==> config.mk <==
export PLATFORM = sky130hd
export DESIGN_NAME = ac_link_framer
export DESIGN_NICKNAME = d
export VERILOG_FILES = /design/src/rtl/ac_link_pkg.sv /design/src/rtl/aclk_frame_timer.sv /design/src/rtl/aclk_tx_shifter.sv /design/src/rtl/aclk_rx_shifter.sv /design/src/rtl/ac_link_framer.sv
export SDC_FILE = /design/constraint.sdc
export NUM_CORES = 1
export LEC_CHECK = 0
export ABC_CLOCK_PERIOD_IN_PS = 2590
export BUFFER_PORTS_ARGS = -buffer_cell sky130_fd_sc_hd__buf_4
export CORE_MARGIN = 10
export CORE_UTILIZATION = 49
export DETAILED_ROUTE_END_ITERATION = 10
export PLACE_DENSITY = 0.84
export SYNTH_ARGS = -nofsm -noshare
export SYNTH_HDL_FRONTEND = slang
export SYNTH_SLANG_ARGS = --single-unit
export TNS_END_PERCENT = 5
==> constraint.sdc <==
create_clock -name clk_i -period 2.59 [get_ports clk_i]
set_clock_uncertainty 0.05 [all_clocks]
set_input_delay 0.3885 -clock clk_i [delete_from_list [all_inputs] [get_ports clk_i]]
set_output_delay 0.3885 -clock clk_i [all_outputs]
set_load 0.01 [all_outputs]
==> src/rtl/ac_link_pkg.sv <==
package ac_link_pkg;
  localparam int unsigned TAG_BITS_DEF  = 16;
  localparam int unsigned SLOT_BITS_DEF = 20;
  localparam int unsigned DSLOTS_DEF    = 12;
endpackage

==> src/rtl/aclk_frame_timer.sv <==
module aclk_frame_timer #(
  parameter int unsigned FRAME_W = 256,
  parameter int unsigned SYNC_W  = 16,
  localparam int unsigned CNT_W  = $clog2(FRAME_W)
) (
  input  logic             clk_i,
  input  logic             rst_ni,
  output logic [CNT_W-1:0] bit_idx_o,
  output logic             sync_o,
  output logic             frame_start_o,
  output logic             capture_o
);
  localparam logic [CNT_W-1:0] LAST = CNT_W'(FRAME_W - 1);

  logic [CNT_W-1:0] cnt_q, cnt_d;
  logic             sync_q, sync_d;
  logic             primed_q;

  assign cnt_d  = (cnt_q == LAST) ? '0 : cnt_q + CNT_W'(1);
  // sync covers the last bit of the previous frame plus the first SYNC_W-1 bits
  assign sync_d = (cnt_d == LAST) || (cnt_d < CNT_W'(SYNC_W - 1));

  always_ff @(posedge clk_i or negedge rst_ni) begin
    if (!rst_ni) begin
      cnt_q    <= CNT_W'(FRAME_W - 2);
      sync_q   <= 1'b0;
      primed_q <= 1'b0;
    end else begin
      cnt_q  <= cnt_d;
      sync_q <= sync_d;
      if (frame_start_o) primed_q <= 1'b1;
    end
  end

  assign bit_idx_o     = cnt_q;
  assign sync_o        = sync_q;
  assign frame_start_o = (cnt_d == '0);
  assign capture_o     = frame_start_o && primed_q;

  // checker counters
  logic [CNT_W:0] per_q, hi_q;
  logic           prev_sync_q, rose_seen_q;

  always_ff @(posedge clk_i or negedge rst_ni) begin
    if (!rst_ni) begin
      per_q       <= '0;
      hi_q        <= '0;
      prev_sync_q <= 1'b0;
      rose_seen_q <= 1'b0;
    end else begin
      prev_sync_q <= sync_q;
      if (sync_q && !prev_sync_q) begin
        per_q       <= '0;
        rose_seen_q <= 1'b1;
      end else if (per_q != '1) begin
        per_q <= per_q + (CNT_W+1)'(1);
      end
      if (sync_q) begin
        if (hi_q != '1) hi_q <= hi_q + (CNT_W+1)'(1);
      end else begin
        hi_q <= '0;
      end
    end
  end

  p_sync_period_r2: assert property (@(posedge clk_i) disable iff (!rst_ni)
    (sync_q && !prev_sync_q && rose_seen_q) |-> (per_q == (CNT_W+1)'(FRAME_W - 1)));

  p_sync_width_r3: assert property (@(posedge clk_i) disable iff (!rst_ni)
    $fell(sync_o) |-> (hi_q == (CNT_W+1)'(SYNC_W)));

  p_sync_lead_r3: assert property (@(posedge clk_i) disable iff (!rst_ni)
    $rose(sync_o) |=> (bit_idx_o == '0));
endmodule

==> src/rtl/aclk_tx_shifter.sv <==
module aclk_tx_shifter #(
  parameter int unsigned TAG_W  = 16,
  parameter int unsigned DATA_W = 240,
  parameter int unsigned ZERO_W = 3,
  localparam int unsigned FRAME_W = TAG_W + DATA_W
) (
  input  logic              clk_i,
  input  logic              rst_ni,
  input  logic              load_i,
  input  logic [TAG_W-1:0]  tag_i,
  input  logic [DATA_W-1:0] data_i,
  output logic              sdata_o
);
  localparam logic [TAG_W-1:0] TAG_KEEP = ~TAG_W'((64'd1 << ZERO_W) - 64'd1);

  logic [FRAME_W-1:0] sh_q;
  logic [FRAME_W-1:0] load_val;

  assign load_val = {tag_i & TAG_KEEP, data_i};

  always_ff @(posedge clk_i or negedge rst_ni) begin
    if (!rst_ni)     sh_q <= '0;
    else if (load_i) sh_q <= load_val;
    else             sh_q <= {sh_q[FRAME_W-2:0], 1'b0};
  end

  assign sdata_o = sh_q[FRAME_W-1];

  p_load_first_r6: assert property (@(posedge clk_i) disable iff (!rst_ni)
    load_i |=> (sdata_o == $past(tag_i[TAG_W-1])));
endmodule

==> src/rtl/aclk_rx_shifter.sv <==
module aclk_rx_shifter #(
  parameter int unsigned FRAME_W = 256
) (
  input  logic               clk_i,
  input  logic               rst_ni,
  input  logic               sdata_i,
  input  logic               capture_i,
  output logic [FRAME_W-1:0] frame_o,
  output logic               done_o
);
  logic [FRAME_W-1:0] sh_q, frame_q;
  logic               done_q, run_q;

  // inputs are sampled on the falling edge
  always_ff @(negedge clk_i or negedge rst_ni) begin
    if (!rst_ni) sh_q <= '0;
    else         sh_q <= {sh_q[FRAME_W-2:0], sdata_i};
  end

  always_ff @(posedge clk_i or negedge rst_ni) begin
    if (!rst_ni) begin
      frame_q <= '0;
      done_q  <= 1'b0;
      run_q   <= 1'b0;
    end else begin
      run_q  <= 1'b1;
      done_q <= capture_i;
      if (capture_i) frame_q <= sh_q;
    end
  end

  assign frame_o = frame_q;
  assign done_o  = done_q;

  p_done_pulse_r8: assert property (@(posedge clk_i) disable iff (!rst_ni)
    done_o |=> !done_o);

  p_rx_hold_r8: assert property (@(posedge clk_i) disable iff (!rst_ni)
    (run_q && !done_o) |-> $stable(frame_o));
endmodule

==> src/rtl/ac_link_framer.sv <==
module ac_link_framer #(
  parameter int unsigned TAG_W     = ac_link_pkg::TAG_BITS_DEF,
  parameter int unsigned SLOT_W    = ac_link_pkg::SLOT_BITS_DEF,
  parameter int unsigned NUM_SLOTS = ac_link_pkg::DSLOTS_DEF,
  localparam int unsigned DATA_W   = SLOT_W * NUM_SLOTS
) (
  input  logic              clk_i,
  input  logic              rst_ni,
  input  logic [TAG_W-1:0]  tag_i,
  input  logic [DATA_W-1:0] slots_i,
  input  logic              sdata_i,
  output logic              sync_o,
  output logic              sdata_o,
  output logic [TAG_W-1:0]  rx_tag_o,
  output logic [DATA_W-1:0] rx_slots_o,
  output logic              frame_done_o
);
  localparam int unsigned FRAME_W = TAG_W + DATA_W;
  localparam int unsigned CNT_W   = $clog2(FRAME_W);
  localparam int unsigned ZERO_W  = TAG_W - 1 - NUM_SLOTS;

  logic [CNT_W-1:0]   bit_idx;
  logic               frame_start, capture;
  logic [FRAME_W-1:0] rx_frame;

  aclk_frame_timer #(.FRAME_W(FRAME_W), .SYNC_W(TAG_W)) u_timer (
    .clk_i, .rst_ni,
    .bit_idx_o(bit_idx), .sync_o,
    .frame_start_o(frame_start), .capture_o(capture)
  );

  aclk_tx_shifter #(.TAG_W(TAG_W), .DATA_W(DATA_W), .ZERO_W(ZERO_W)) u_tx (
    .clk_i, .rst_ni,
    .load_i(frame_start), .tag_i, .data_i(slots_i), .sdata_o
  );

  aclk_rx_shifter #(.FRAME_W(FRAME_W)) u_rx (
    .clk_i, .rst_ni, .sdata_i,
    .capture_i(capture), .frame_o(rx_frame), .done_o(frame_done_o)
  );

  assign rx_tag_o   = rx_frame[FRAME_W-1 -: TAG_W];
  assign rx_slots_o = rx_frame[DATA_W-1:0];

  p_tag_zero_r5: assert property (@(posedge clk_i) disable iff (!rst_ni)
    ((bit_idx >= CNT_W'(TAG_W - ZERO_W)) && (bit_idx < CNT_W'(TAG_W))) |-> !sdata_o);

  p_done_align_r8: assert property (@(posedge clk_i) disable iff (!rst_ni)
    frame_done_o |-> (bit_idx == '0));
endmodule

==> results.toml, run 1 <==
[outcome]
status = "complete, no violations"

[routing]
via_per_instance_ratio = 5.154
wl_per_cell_um = 25.38
via_count = 15530
firstDrtPassIters = 4
number_of_drc_markers_in_iteration_0 = 645
ant_nets = 0
postRouteWirelength_um = 76490
drt_drc_violations_left = 0

[global_route]
tot_gr_track_use_pct = 23.67
grt_pass1_vias = 18030
grt_start_max_net_pins = 85
grt_pass1_wl_um = 112800
grt_antenna_before_repair = 17
grt-ovfl-total = 0

[yosys]
yosys_register_bits = 779
yosys_warnings = 0
synthTopCellsByCount = "dfrtp_1 (516), mux2_1 (454), dfrtn_1 (256)"
synth_area_um2 = 26170
postSynth.asyncResetShare_pct = 100.0
synth.lib_cells_used.distinct = 29
synth_cells = 1404
yosysMostFrequentCell = "dfrtp_1"
synth_enable_flop_cells = 0
synth_area_per_cell_um2 = 18.64
synthDominantAreaCellType = "dfrtp_1"
synthDominantCellAreaShare_pct = 49.33
ys.flop_type = "dfrtp_1"
yosysSeqAreaShare_pct = 74.51
yosys-top-cells-area = "dfrtp_1 (49%), dfrtn_1 (24%), mux2_1 (20%)"
mappedNetlistNets = 1665

[layout]
multiInputGateArea_um2 = 6102
area.sequential_um2 = 19500
flow.area_growth_from_synthesis_pct = 38.47
postLayoutCoreUtil_pct = 68.69
layout.nets = 2508
layout-drive-gt1-share_pct = 33.59
filler_cell_count = 3124
finalInstanceArea_um2 = 36240
final_standard_cell_count_with_taps_included_and_fillers_excluded = 3014

[worst_setup_path]
setup.worst_path.end_class = "register"
rr_endpoint = "u_tx.sh_q[76]"
worst-endpoint-arrival_ns = 3.00
ff2ff_setup_slack_ns = 0.006
worstSetupStartpointType = "register"
worstReg2RegStart = "u_timer.bit_idx_o[3]"
critical_path_class = "register to register"
r2r_cells = 7
crit_fanout = 34
startpoint = "u_timer.bit_idx_o[3]"
worst_ep_required_time_ns = 3.00

[power]
cellLeakagePower_nw = 18.70
cellPowerDensity_nw_per_um2 = 693.9
vdd_drop_max_v = 0.0007276
total_power_consumption_mw = 25.15

[clocking]
worst_setup_hold_path_clk_slew_ns = 0.06
cts_root_buffer = "clkbuf_16"
number_of_buffers_inserted_during_clock_tree_synthesis = 77
bufs_on_longest_clock_path = 3
clock_latency_ns = 0.60
htree_num_levels = 3
cts_sinks = 779
tritoncts = "done"

[worst_hold_path]
hold_start = "slots_i[9]"
min_path_cells = 2
hold-path-endpoint = "u_tx.sh_q[9]"
worst_hold_path_type = "primary input to register"

[place]
port-buffer-count = 514
dp_cells = 2598
place.detailed.hpwl_um = 43490
gp_routability_congestion = 0.8072
place_area_um2 = 30920
pre_cts_setup_slack_ns = -0.02055

[sta]
clock.fmax_mhz = 386.9
slew_headroom_pct = 35.94
fin_ws_ns = 0.005677
setup_repair_after_global_routing_missed_its_margin = "true"
setup-tns-final_ns = 0
hold_violations = 0
worst_pin_slew_ns = 0.9609
fin_hold_ws_ns = 0.03092
min_period_over_period_pct = 99.78
setup_viol = 0
min_period_ns = 2.584
final_max_slew_viol_count = 0

[floorplanning]
num_rows = 84
dieArea_um2 = 63060
floorplan.die.width_um = 251.1
die_height_um = 251.1
boundaryPins = 518
core-area_um2 = 52760
initial_core_util_pct = 49.61

[flow_run]
drv_cap = 0
## cell families after synthesis
group | share of synthesized area, %
AOI/OAI and AO/OA | 0.3776
xor gates and xnor gates | 0.1673
adders and majority gates | 0.09559
buffers and inverters | 2.338
DFF | 74.51
muxes | 21.86
and+or+nand+nor | 0.6549
## registers in the layout, indices dropped and copies added (netlist names)
signal,flops
u_rx.frame_o,256
u_rx.sh_q,256
u_tx.sh_q,256
u_timer.bit_idx_o,8
u_rx.done_o,1
u_timer.primed_q,1
u_timer.sync_o,1
## worst max-delay path: stages, from the launching register on
cell	delay, ns
dfstp_2	0.64
nand2_1	0.11
or3_4	0.42
a21oi_4	0.24
nand4_4	0.15
buf_4	0.21
buf_16	0.18
mux2_1	0.39
## cell usage in the layout (no fill, tap or decap), drive strengths merged, types with 4 or more instances in the layout
master | synthesis | routed
nand3 | 7 | 7
dfstp | 7 | 7
dlygate4sd3 | 0 | 251
diode | 0 | 16
dfrtn | 256 | 256
clkbuf | 1 | 115
bufinv | 0 | 6
nand2 | 6 | 6
dfrtp | 516 | 516
clkinv | 0 | 16
nor2 | 5 | 5
inv | 6 | 10
mux2 | 508 | 508
buf | 60 | 573
a21oi | 5 | 5
and3 | 6 | 6
and2 | 4 | 4
## layer usage
| metal | global-route usage, % | part of all wire (%) |
|---|---|---|
| met1 | 25.42 | 35 |
| met2 | 41.99 | 53 |
| met3 | 5.861 | 5.7 |
| met4 | 13.71 | 5.8 |
| met5 | 0 | 0.041 |
## worst max-delay path by stage
stage | to | slack [ns] | cells after the start
after floorplan | u_rx.frame_o[246] | 0.08 | 9
after global placement | u_tx.sh_q[205] | 0.08 | 8
after detailed placement | u_tx.sh_q[145] | -0.02 | 8
after CTS | u_tx.sh_q[238] | 0.008 | 9
after global routing | u_tx.sh_q[70] | -0.08 | 7
final | u_tx.sh_q[76] | 0.006 | 7
## layout make-up
cell class | count | area share [%]
Inverter | 6 | 0.06214
Clock inverter | 28 | 0.9356
Timing Repair Buffer | 825 | 19.61
Multi-Input combinational cell | 558 | 16.84
Tap cell | 688 | 2.375
Clock buffer | 114 | 6.259
Sequential cell | 779 | 53.81
Antenna cell | 16 | 0.1105
## report_power, final
part	switching [mW]	leakage (nW)	internal (mW)
logic	0.483	7.15	0.626
clock network	4.82	1.28	6.72
registers	0.100	10.3	12.4
## timing repair
| item | in CTS | in global routing |
|---|---|---|
| setup endpoints to repair | 72 | 239 |
| cloned | 1 | 1 |
| setup buffers | 3 | 2 |
| hold buffers | 251 | 0 |
| endpoints found under the hold margin | 500 | 0 |
| pin swaps | 2 | 1 |
| resized for setup | 9 | 14 |
Power figures use the tool's default switching activity.
==> run 2: changes to the inputs <==
Settings changed: PLACE_DENSITY 0.84 to 0.75.
==> run 2 against run 1 <==
  * Cell count grew 0.60%
  * Non-clock buffer count grew 15
  * Register-to-register slack improved by 0.06 ns
  * Power shrank 0.94%
  * Final area grew 0.35%
  * Critical path depth stayed put
  * Worst setup slack improved by 0.059 ns
  * Sequential cell count unchanged
  * Via count shrank 2.0%
  * Sequential share of layout area shrank 0.19 points
  * Worst hold slack improved by 0.16 ns
  * Routed wire length decreased by 8.6%
  * Critical endpoint is now u_tx.sh_q[187]
  * Largest power group unchanged
==> results.toml, run 2 (synthesis results as in run 1) <==
[outcome]
status = "complete, no violations"

[power]
cellPowerDensity_nw_per_um2 = 685.0
vdd_drop_max_v = 0.0005766
total_power_consumption_mw = 24.91
cellLeakagePower_nw = 18.77

[worst_setup_path]
setup.worst_path.end_class = "register"
cp_cell_sequence = "nand3_1, or3_1, a21oi_4, nand4_4, buf_12, buf_6, mux2_1"
crit_fanout = 23
cpMaxStageDelayCell = "dfstp_2"
worst_ep_required_time_ns = 3.03
critical_path_class = "register to register"
critPathTopFamily = "simple AND/OR/NAND/NOR gates"
critPathBufInv = 2
worst-endpoint-arrival_ns = 2.97
worstSetupStartpointType = "register"
cpPeakStageDelay_ns = 0.59

[sta]
slew_headroom_pct = 49.48
min_period_over_period_pct = 97.50
final_max_slew_viol_count = 0
setup-tns-final_ns = 0
worst_pin_slew_ns = 0.7578
setup_viol = 0
hold_violations = 0
setup_repair_after_global_routing_missed_its_margin = "true"
clock.fmax_mhz = 396.0
min_period_ns = 2.525
fin_hold_ws_ns = 0.1939

[floorplanning]
die_height_um = 251.1
initial_core_util_pct = 49.61
floorplan.die.width_um = 251.1
boundaryPins = 518
num_rows = 84
dieArea_um2 = 63060
core-area_um2 = 52760

[routing]
via_per_instance_ratio = 5.023
firstDrtPassIters = 6
drt_drc_violations_left = 0
number_of_drc_markers_in_iteration_0 = 712
wl_per_cell_um = 23.05
postRouteWirelength_um = 69880
ant_nets = 0
via_count = 15230

[clocking]
htree_num_levels = 3
cts_root_buffer = "clkbuf_16"
clock_latency_ns = 0.62
bufs_on_longest_clock_path = 3
number_of_buffers_inserted_during_clock_tree_synthesis = 78
cts_sinks = 779
tritoncts = "done"
worst_setup_hold_path_clk_slew_ns = 0.07

[place]
dp_cells = 2614
gp_routability_congestion = 0.7942
port-buffer-count = 514
place_area_um2 = 31110
place.detailed.hpwl_um = 42640

[layout]
layout.nets = 2524
final_common_cell = "buf_4"
layout.cells.most_common_list = "buf_4 (559), dfrtp_1 (516), mux2_1 (451), dfrtn_1 (256), dlygate4sd3_1 (254)"
flow.area_growth_from_synthesis_pct = 38.96
finalInstanceArea_um2 = 36370
layout-drive-gt1-share_pct = 33.58
final_standard_cell_count_with_taps_included_and_fillers_excluded = 3032

[global_route]
grt_pass1_wl_um = 105600
grt-ovfl-total = 0
grt_antenna_before_repair = 14
grt_start_max_net_pins = 86
tot_gr_track_use_pct = 21.88
grt_pass1_vias = 17380

[flow_run]
drv_cap = 0

[worst_hold_path]
worst_hold_path_type = "primary input to async pin"
==> run 2: changes by cell type in the layout (fill, tap and decap cells not counted), sizes merged <==
cell         change
clkinv           +3
diode            -1
inv              +2
clkbuf           +3
buf             +12
dlygate4sd3      +3
bufinv           -4
==> run 2: through the flow <==
step / worst slack, ns / utilization, %
floorplan: 0.07548 / -
global placement: 0.04996 / 58.97
detailed placement: 0.01023 / 58.97
CTS: 0.02675 / 68.76
global route: -0.01239 / 68.92
finish: 0.06480 / 68.93
==> run 2: layer usage <==
layer  up-vias  GRT usage (%)  routed length (um)
met4         2          9.159                2545
met5         -              0                  16
met1      7987          23.57               25320
met3       178          6.748                4591
met2       493          39.30               37410
li1       6569              -                   -
==> run 2: final timing paths <==
kind,cells past startpoint,start,slack (ns),end
max,7,u_timer.bit_idx_o[5],0.06,u_tx.sh_q[187]
min,2,rst_ni,0.19,u_rx.frame_o[141]
max reg2reg,7,u_timer.bit_idx_o[5],0.06,u_tx.sh_q[187]
min reg2reg,0,u_rx.sh_q[139],0.26,u_rx.sh_q[140]
max in group asynchronous,3,rst_ni,0.37,u_rx.sh_q[250]
min in group clk_i,0,u_rx.sh_q[139],0.26,u_rx.sh_q[140]
==> run 2: worst reg2reg max path, delay by kind of cell (launching register included) <==
kind                   cells  cell delay (ns)
muxes                      1             0.39
DFF                        1             0.59
AOI/OAI and AO/OA          1             0.22
and+or+nand+nor            3             0.74
buffers and inverters      2             0.41
==> run 2: where the power goes <==
| group | internal, mW | switching (mW) | leakage, nW |
|---|---|---|---|
| Combinational | 0.633 | 0.462 | 7.22 |
| Sequential | 12.4 | 0.0882 | 10.3 |
| Clock | 6.45 | 4.88 | 1.29 |
| Total | 19.5 | 5.43 | 18.8 |
==> run 2: final cells by class <==
cell class                 count  area [um2]
inverter                       6       22.52
tap                          688       860.8
clock buffer                 117        2298
antenna                       15       37.54
multi-input combinational    558        6073
timing repair buffer         840        7257
sequential                   779       19500
fill                        3238       16390
clock inverter                29       317.8
==> run 2: repair_timing <==
| action | in CTS | in global routing |
|---|---|---|
| gates resized for setup | 2 | 6 |
| hold buffers | 254 | 0 |
| setup endpoints to repair | 14 | 81 |
| gates cloned | 0 | 1 |
| pin swaps | 0 | 1 |
| setup buffers | 0 | 2 |
| endpoints found under the hold margin | 482 | 0 |
